`src/rtl/ser_tx_pkg.sv`:
```
package ser_tx_pkg;
  localparam int NLANES = 4;

  typedef enum logic [1:0] {
    LEN_B8   = 2'b00,
    LEN_B16  = 2'b01,
    LEN_B32  = 2'b10,
    LEN_RSVD = 2'b11
  } len_e;

  // number of active lanes for a length code, 0 when reserved
  function automatic logic [2:0] lanes_of(input logic [1:0] code);
    case (len_e'(code))
      LEN_B8:  return 3'd1;
      LEN_B16: return 3'd2;
      LEN_B32: return 3'd4;
      default: return 3'd0;
    endcase
  endfunction
endpackage

```
`src/rtl/ser_tx_lanes.sv`:
```
module ser_tx_lanes #(
  parameter  int LANE_W = 8,
  parameter  int NLANES = 4,
  localparam int WORD_W = LANE_W * NLANES,
  localparam int AW     = $clog2(NLANES)
) (
  input  logic              clk_i,
  input  logic              rst_ni,
  input  logic              wr_en_i,
  input  logic [AW-1:0]     addr_i,
  input  logic [LANE_W-1:0] wdata_i,
  input  logic [2:0]        n_lanes_i,
  output logic [LANE_W-1:0] rdata_o,
  output logic [WORD_W-1:0] word_o,
  output logic              wr_ok_o,
  output logic              hi_wr_o
);
  logic [LANE_W-1:0] lane_q [NLANES];
  logic [WORD_W-1:0] full_w;
  logic              addr_ok;

  assign addr_ok = int'(addr_i) < int'(n_lanes_i);
  assign wr_ok_o = wr_en_i && addr_ok;
  assign hi_wr_o = wr_ok_o && (int'(addr_i) == int'(n_lanes_i) - 1);
  assign rdata_o = addr_ok ? lane_q[addr_i] : '0;

  for (genvar g = 0; g < NLANES; g++) begin : g_lane
    always_ff @(posedge clk_i or negedge rst_ni) begin
      if (!rst_ni)                                      lane_q[g] <= '0;
      else if (wr_ok_o && int'(addr_i) == g)            lane_q[g] <= wdata_i;
    end
    assign full_w[g*LANE_W +: LANE_W] = lane_q[g];
  end

  // left-align so the highest valid lane lands in the MSBs
  always_comb begin
    word_o = '0;
    if (n_lanes_i != 3'd0)
      word_o = full_w << ((NLANES - int'(n_lanes_i)) * LANE_W);
  end
endmodule

```
`src/rtl/ser_tx_shift.sv`:
```
module ser_tx_shift #(
  parameter  int WORD_W = 32,
  parameter  int DIV_W  = 8,
  localparam int CNT_W  = $clog2(WORD_W + 1)
) (
  input  logic              clk_i,
  input  logic              rst_ni,
  input  logic              load_i,
  input  logic [WORD_W-1:0] word_i,
  input  logic [CNT_W-1:0]  nbits_i,
  input  logic [DIV_W-1:0]  half_i,
  output logic              busy_o,
  output logic              frame_end_o,
  output logic              sclk_o,
  output logic              sdo_o
);
  logic [WORD_W-1:0] sh_q;
  logic [CNT_W-1:0]  left_q;
  logic [DIV_W-1:0]  cnt_q, half_eff;
  logic              busy_q, sclk_q, tick;

  assign half_eff    = (half_i == '0) ? DIV_W'(1) : half_i;
  assign tick        = cnt_q == half_eff - DIV_W'(1);
  assign frame_end_o = busy_q && tick && sclk_q && (left_q == CNT_W'(1));
  assign busy_o      = busy_q;
  assign sclk_o      = sclk_q;
  assign sdo_o       = busy_q && sh_q[WORD_W-1];

  always_ff @(posedge clk_i or negedge rst_ni) begin
    if (!rst_ni) begin
      sh_q   <= '0;
      left_q <= '0;
      cnt_q  <= '0;
      busy_q <= 1'b0;
      sclk_q <= 1'b0;
    end else if (load_i) begin
      sh_q   <= word_i;
      left_q <= nbits_i;
      cnt_q  <= '0;
      busy_q <= 1'b1;
      sclk_q <= 1'b0;
    end else if (busy_q) begin
      if (tick) begin
        cnt_q <= '0;
        if (!sclk_q) begin
          sclk_q <= 1'b1;
        end else begin
          sclk_q <= 1'b0;
          if (left_q == CNT_W'(1)) begin
            busy_q <= 1'b0;
          end else begin
            sh_q   <= sh_q << 1;
            left_q <= left_q - CNT_W'(1);
          end
        end
      end else begin
        cnt_q <= cnt_q + DIV_W'(1);
      end
    end
  end
endmodule

```
`src/rtl/ser_tx_buf.sv`:
```
module ser_tx_buf #(
  parameter  int LANE_W = 8,
  parameter  int DIV_W  = 8,
  localparam int NLANES = ser_tx_pkg::NLANES,
  localparam int WORD_W = LANE_W * NLANES,
  localparam int AW     = $clog2(NLANES),
  localparam int CNT_W  = $clog2(WORD_W + 1)
) (
  input  logic              clk_i,
  input  logic              rst_ni,
  input  logic              wr_en_i,
  input  logic [AW-1:0]     addr_i,
  input  logic [LANE_W-1:0] wdata_i,
  output logic [LANE_W-1:0] rdata_o,
  input  logic [1:0]        len_i,
  input  logic [DIV_W-1:0]  div_i,
  output logic              sclk_o,
  output logic              sdo_o,
  output logic              tde_o,
  output logic              tend_o,
  output logic              cfg_err_o
);
  logic [2:0]        n_lanes;
  logic [WORD_W-1:0] word;
  logic [CNT_W-1:0]  nbits;
  logic              wr_ok, hi_wr, busy, frame_end, load;
  logic              tde_q, tend_q, cfg_err_q;

  assign n_lanes = ser_tx_pkg::lanes_of(len_i);
  assign nbits   = CNT_W'(int'(n_lanes) * LANE_W);
  // reload on the closing falling edge keeps frames gapless
  assign load    = (n_lanes != 3'd0) && !tde_q && (!busy || frame_end);

  ser_tx_lanes #(.LANE_W(LANE_W), .NLANES(NLANES)) u_lanes (
    .clk_i     (clk_i),
    .rst_ni    (rst_ni),
    .wr_en_i   (wr_en_i),
    .addr_i    (addr_i),
    .wdata_i   (wdata_i),
    .n_lanes_i (n_lanes),
    .rdata_o   (rdata_o),
    .word_o    (word),
    .wr_ok_o   (wr_ok),
    .hi_wr_o   (hi_wr)
  );

  ser_tx_shift #(.WORD_W(WORD_W), .DIV_W(DIV_W)) u_shift (
    .clk_i       (clk_i),
    .rst_ni      (rst_ni),
    .load_i      (load),
    .word_i      (word),
    .nbits_i     (nbits),
    .half_i      (div_i),
    .busy_o      (busy),
    .frame_end_o (frame_end),
    .sclk_o      (sclk_o),
    .sdo_o       (sdo_o)
  );

  always_ff @(posedge clk_i or negedge rst_ni) begin
    if (!rst_ni) begin
      tde_q     <= 1'b1;
      tend_q    <= 1'b1;
      cfg_err_q <= 1'b0;
    end else begin
      cfg_err_q <= (n_lanes == 3'd0);
      if (hi_wr)     tde_q <= 1'b0;
      else if (load) tde_q <= 1'b1;
      if (wr_ok)                   tend_q <= 1'b0;
      else if (frame_end && tde_q) tend_q <= 1'b1;
    end
  end

  assign tde_o     = tde_q;
  assign tend_o    = tend_q;
  assign cfg_err_o = cfg_err_q;
endmodule

```
`config.mk`:
```
export PLATFORM = sky130hd
export DESIGN_NAME = ser_tx_buf
export DESIGN_NICKNAME = d
export VERILOG_FILES = /design/src/rtl/ser_tx_pkg.sv /design/src/rtl/ser_tx_lanes.sv /design/src/rtl/ser_tx_shift.sv /design/src/rtl/ser_tx_buf.sv
export SDC_FILE = /design/constraint.sdc
export NUM_CORES = 1
export LEC_CHECK = 0
export BUFFER_PORTS_ARGS = -buffer_cell sky130_fd_sc_hd__buf_2
export CAP_MARGIN = 20
export CORE_ASPECT_RATIO = 1.25
export CORE_MARGIN = 3
export CORE_UTILIZATION = 35
export DETAILED_ROUTE_END_ITERATION = 6
export PLACE_DENSITY_LB_ADDON = 0.05
export SLEW_MARGIN = 30
export SYNTH_ARGS = -nofsm -noshare
export SYNTH_HDL_FRONTEND = slang
export SYNTH_SLANG_ARGS = --single-unit
```
`constraint.sdc`:
```
create_clock -name clk_i -period 3.15 [get_ports clk_i]
set_input_delay 0.1575 -clock clk_i [delete_from_list [all_inputs] [get_ports clk_i]]
set_output_delay 0.1575 -clock clk_i [all_outputs]
set_load 0.05 [all_outputs]
```
==> impl_metrics.yaml <==
global_route:
  grt_pass1_vias: 3574
  antenna_found_initial: 0
  grt_pass1_wl_microns: 19890
  grt_max_degree: 54
  grt-ovfl-total: 0
  grtUsageTotal: 0.1799
yosys:
  synthesis.nets: 436
  ys_top_cells_by_area: "dfrtp_1 (45%), mux2_2 (8.0%), mux4_2 (4.0%)"
  yosysMostFrequentCell: "dfrtp_1"
  yosys.area.top_type: "dfrtp_1"
  syn_area_sq_um: 4511
  synth_edf_count: 0
  syn_inst: 407
  yosysSeqAreaShare: 0.4610
  avgSynthCellArea_sq_um: 11.08
  yosysWarnings: 0
  synth-main-ff-cell: "dfrtp_1"
  synth_top_area_share: 0.4494
  synthArstFlopShare: 1.000
  synthDistinctLibCells: 58
  netlist_top_cells_count: "dfrtp_1 (81), nor2_1 (35), mux2_2 (32), a22o_1 (18), a21oi_1 (17)"
  ys_seq_elements: 83
power:
  finalPower_w: 0.003403
  vdd_drop_max_uv: 328.8
  powerDensity_nw_per_um2: 651.5
  p_leak_nw: 2.391
clock_tree:
  cts_buffers: 9
  post_cts_resized: 0
  cts_tree: "yes"
  clk_latency_ns: 0.34
  clk_path_buf_depth: 2
  clock-sinks: 83
  clk_pin_slew_ns: 0.07
  cts_max_level: 3
  clock-root-buffer: "clkbuf_16"
floorplan:
  ios: 36
  dieArea_sq_um: 14290
  die_h_microns: 132.9
  num_rows: 45
  start_util: 0.3641
  core_sq_um: 12390
  die_width_microns: 107.5
place:
  pre_cts_slack_ns: 0.07935
  place_congestion: 0.8244
  dpl.hpwl_microns: 8430
  io_buffer_count: 35
sta:
  tightest_slew_ns: 0.7386
  period_share: 0.8633
  fin_setup_tns_ns: 0
  worst_slack_ns: 0.4307
  relSlewSlack: 0.5058
  max_freq_mhz: 367.7
  maxSlewViolCount: 0
  rsz0062_at_grt: "false"
  hold_viol: 0
  setup_viol: 0
  finClkSkew_ns: 0.01146
  min_period_ns: 2.719
critical_path:
  arrival_ns: 3.00
  crit_path_end_kind: "register"
  critPathRequiredTime_ns: 3.43
  rr_startpoint: "u_shift.cnt_q[2]"
  reg2reg_to: "u_shift.sh_q[11]"
  r2r_slack_ns: 0.77
  path_class: "input port to register"
  startpoint_type: "input port"
  path_max_fanout: 18
  rr_worst_depth: 7
status:
  status: "finished clean"
flow_run:
  max_cap_violations: 0
worst_hold_path:
  min_to: "u_lanes.full_w[29]"
  min_from: "wdata_i[5]"
  hold_class: "input port to register"
  hold-path-cell-count: 2
drt:
  wirelength_microns: 12110
  vias: 3447
  remaining_drc_errors: 0
  ant_nets: 0
  drtIter0Drc: 166
  viasPerCell: 5.551
  first_pass_iters: 4
  wl_per_cell_microns: 19.49
final_layout:
  synthToLayoutAreaGrowth_pct: 15.81
  antenna_cells: 0
  drive_gt1_frac: 0.2735
  nNetsFinal: 481
-- power by group --
| group | leakage (nW) | internal [W] | switching, W | total, W |
|---|---|---|---|---|
| Sequential | 1.04 | 0.00126 | 0.000257 | 0.00152 |
| Clock | 0.128 | 0.000538 | 0.000458 | 0.000996 |
| Combinational | 1.22 | 0.000410 | 0.000479 | 0.000889 |
| Total | 2.39 | 0.00221 | 0.00119 | 0.00340 |
-- sequential cells by signal, summed over array words and instances, names as in the netlist --
register,count
u_lanes.full_w,32
u_shift.sh_q,32
u_shift.cnt_q,8
u_shift.left_q,6
cfg_err_o,1
tde_o,1
tend_o,1
u_shift.busy_o,1
u_shift.sclk_o,1
-- critical path: stages --
cell and delay [ns]:
buf_2 0.12, nor3_1 0.36, a21oi_1 0.18, ha_1 0.24
nor2b_1 0.13, or3_1 0.34, a31oi_1 0.22, o211ai_1 0.24
nor4_4 0.45, buf_4 0.31, a22o_1 0.16, a21o_1 0.08
-- cells in the final DEF (no fill, tap or decap), types with 3 or more instances in the layout --
cell        count
nand3_1        10
a21o_1         16
clkbuf_16       9
nand2b_1        4
o21ai_1         8
buf_4          21
mux2_2         32
a22o_1         18
nor3_1          5
mux2i_1        10
o21ai_0        10
a21oi_1        17
a31oi_1         7
a221o_1        15
xnor2_1         6
nor2b_1        13
inv_1          10
dfrtp_1        81
buf_2          34
nand2_1        13
xor2_1          5
or3_1           7
nor2_1         35
a22oi_1         7
mux4_2          8
clkinvlp_4      3
ha_1            6
nand4_1         3
and2_1          3
nand3b_1        3
-- how the worst max path moves through the flow --
stage | startpoint | to | slack [ns] | cells after the start
floorplan | div_i[2] | u_shift.sh_q[24] | 0.33 | 11
global placement | div_i[1] | u_shift.sh_q[3] | 0.05 | 12
detailed placement | div_i[1] | u_shift.sh_q[4] | 0.08 | 12
CTS | div_i[1] | u_shift.sh_q[9] | 0.40 | 12
global route | div_i[1] | u_shift.left_q[3] | 0.18 | 13
finish | div_i[1] | u_shift.sh_q[11] | 0.43 | 12
-- metal layers --
layer / GRT usage / part of all wire / routed length, microns
met5: 0 / 0 / 0
met4: 0.05404 / 0.014 / 171
met3: 0.02879 / 0.030 / 359
met2: 0.2956 / 0.50 / 6071
met1: 0.2436 / 0.45 / 5503
-- final cells by class --
| class | instances | area [sq um] |
|---|---|---|
| inverters | 10 | 37.54 |
| repair buffers | 56 | 337.8 |
| clock buffers | 9 | 225.2 |
| flip-flops and latches | 83 | 2079 |
| clock inverters | 7 | 53.80 |
| multi-input cells | 292 | 2285 |
| well taps | 164 | 205.2 |
| fillers | 1221 | 7163 |
-- kinds of logic (layout without fill, tap and decap cells) --
logic type	after synthesis	in the layout	share of synthesized area
compound gates	110	110	0.1803
xor+xnor	11	11	0.02136
fa+ha+maj	6	6	0.01664
buf+inv	32	82	0.03440
flops	83	83	0.4610
mux	50	50	0.1420
simple gates	115	115	0.1442
-- per-stage QoR --
step | util | cell area [sq um] | hold slack [ns] | std cells
after floorplan | - | 4511 | -0.1381 | 407
after global placement | 0.3984 | 4935 | 0.2756 | 604
after detailed placement | 0.3984 | 4935 | 0.2677 | 604
after CTS | 0.4217 | 5224 | 0.07892 | 621
after global routing | 0.4217 | 5224 | 0.09350 | 621
final | 0.4217 | 5224 | 0.08346 | 621
-- timing repair --
item | in CTS | in global routing
hold endpoints to repair | 49 | 0
buffers inserted | 0 | 0
hold buffers | 1 | 0
Note: power is estimated with default switching activity, not from simulation.
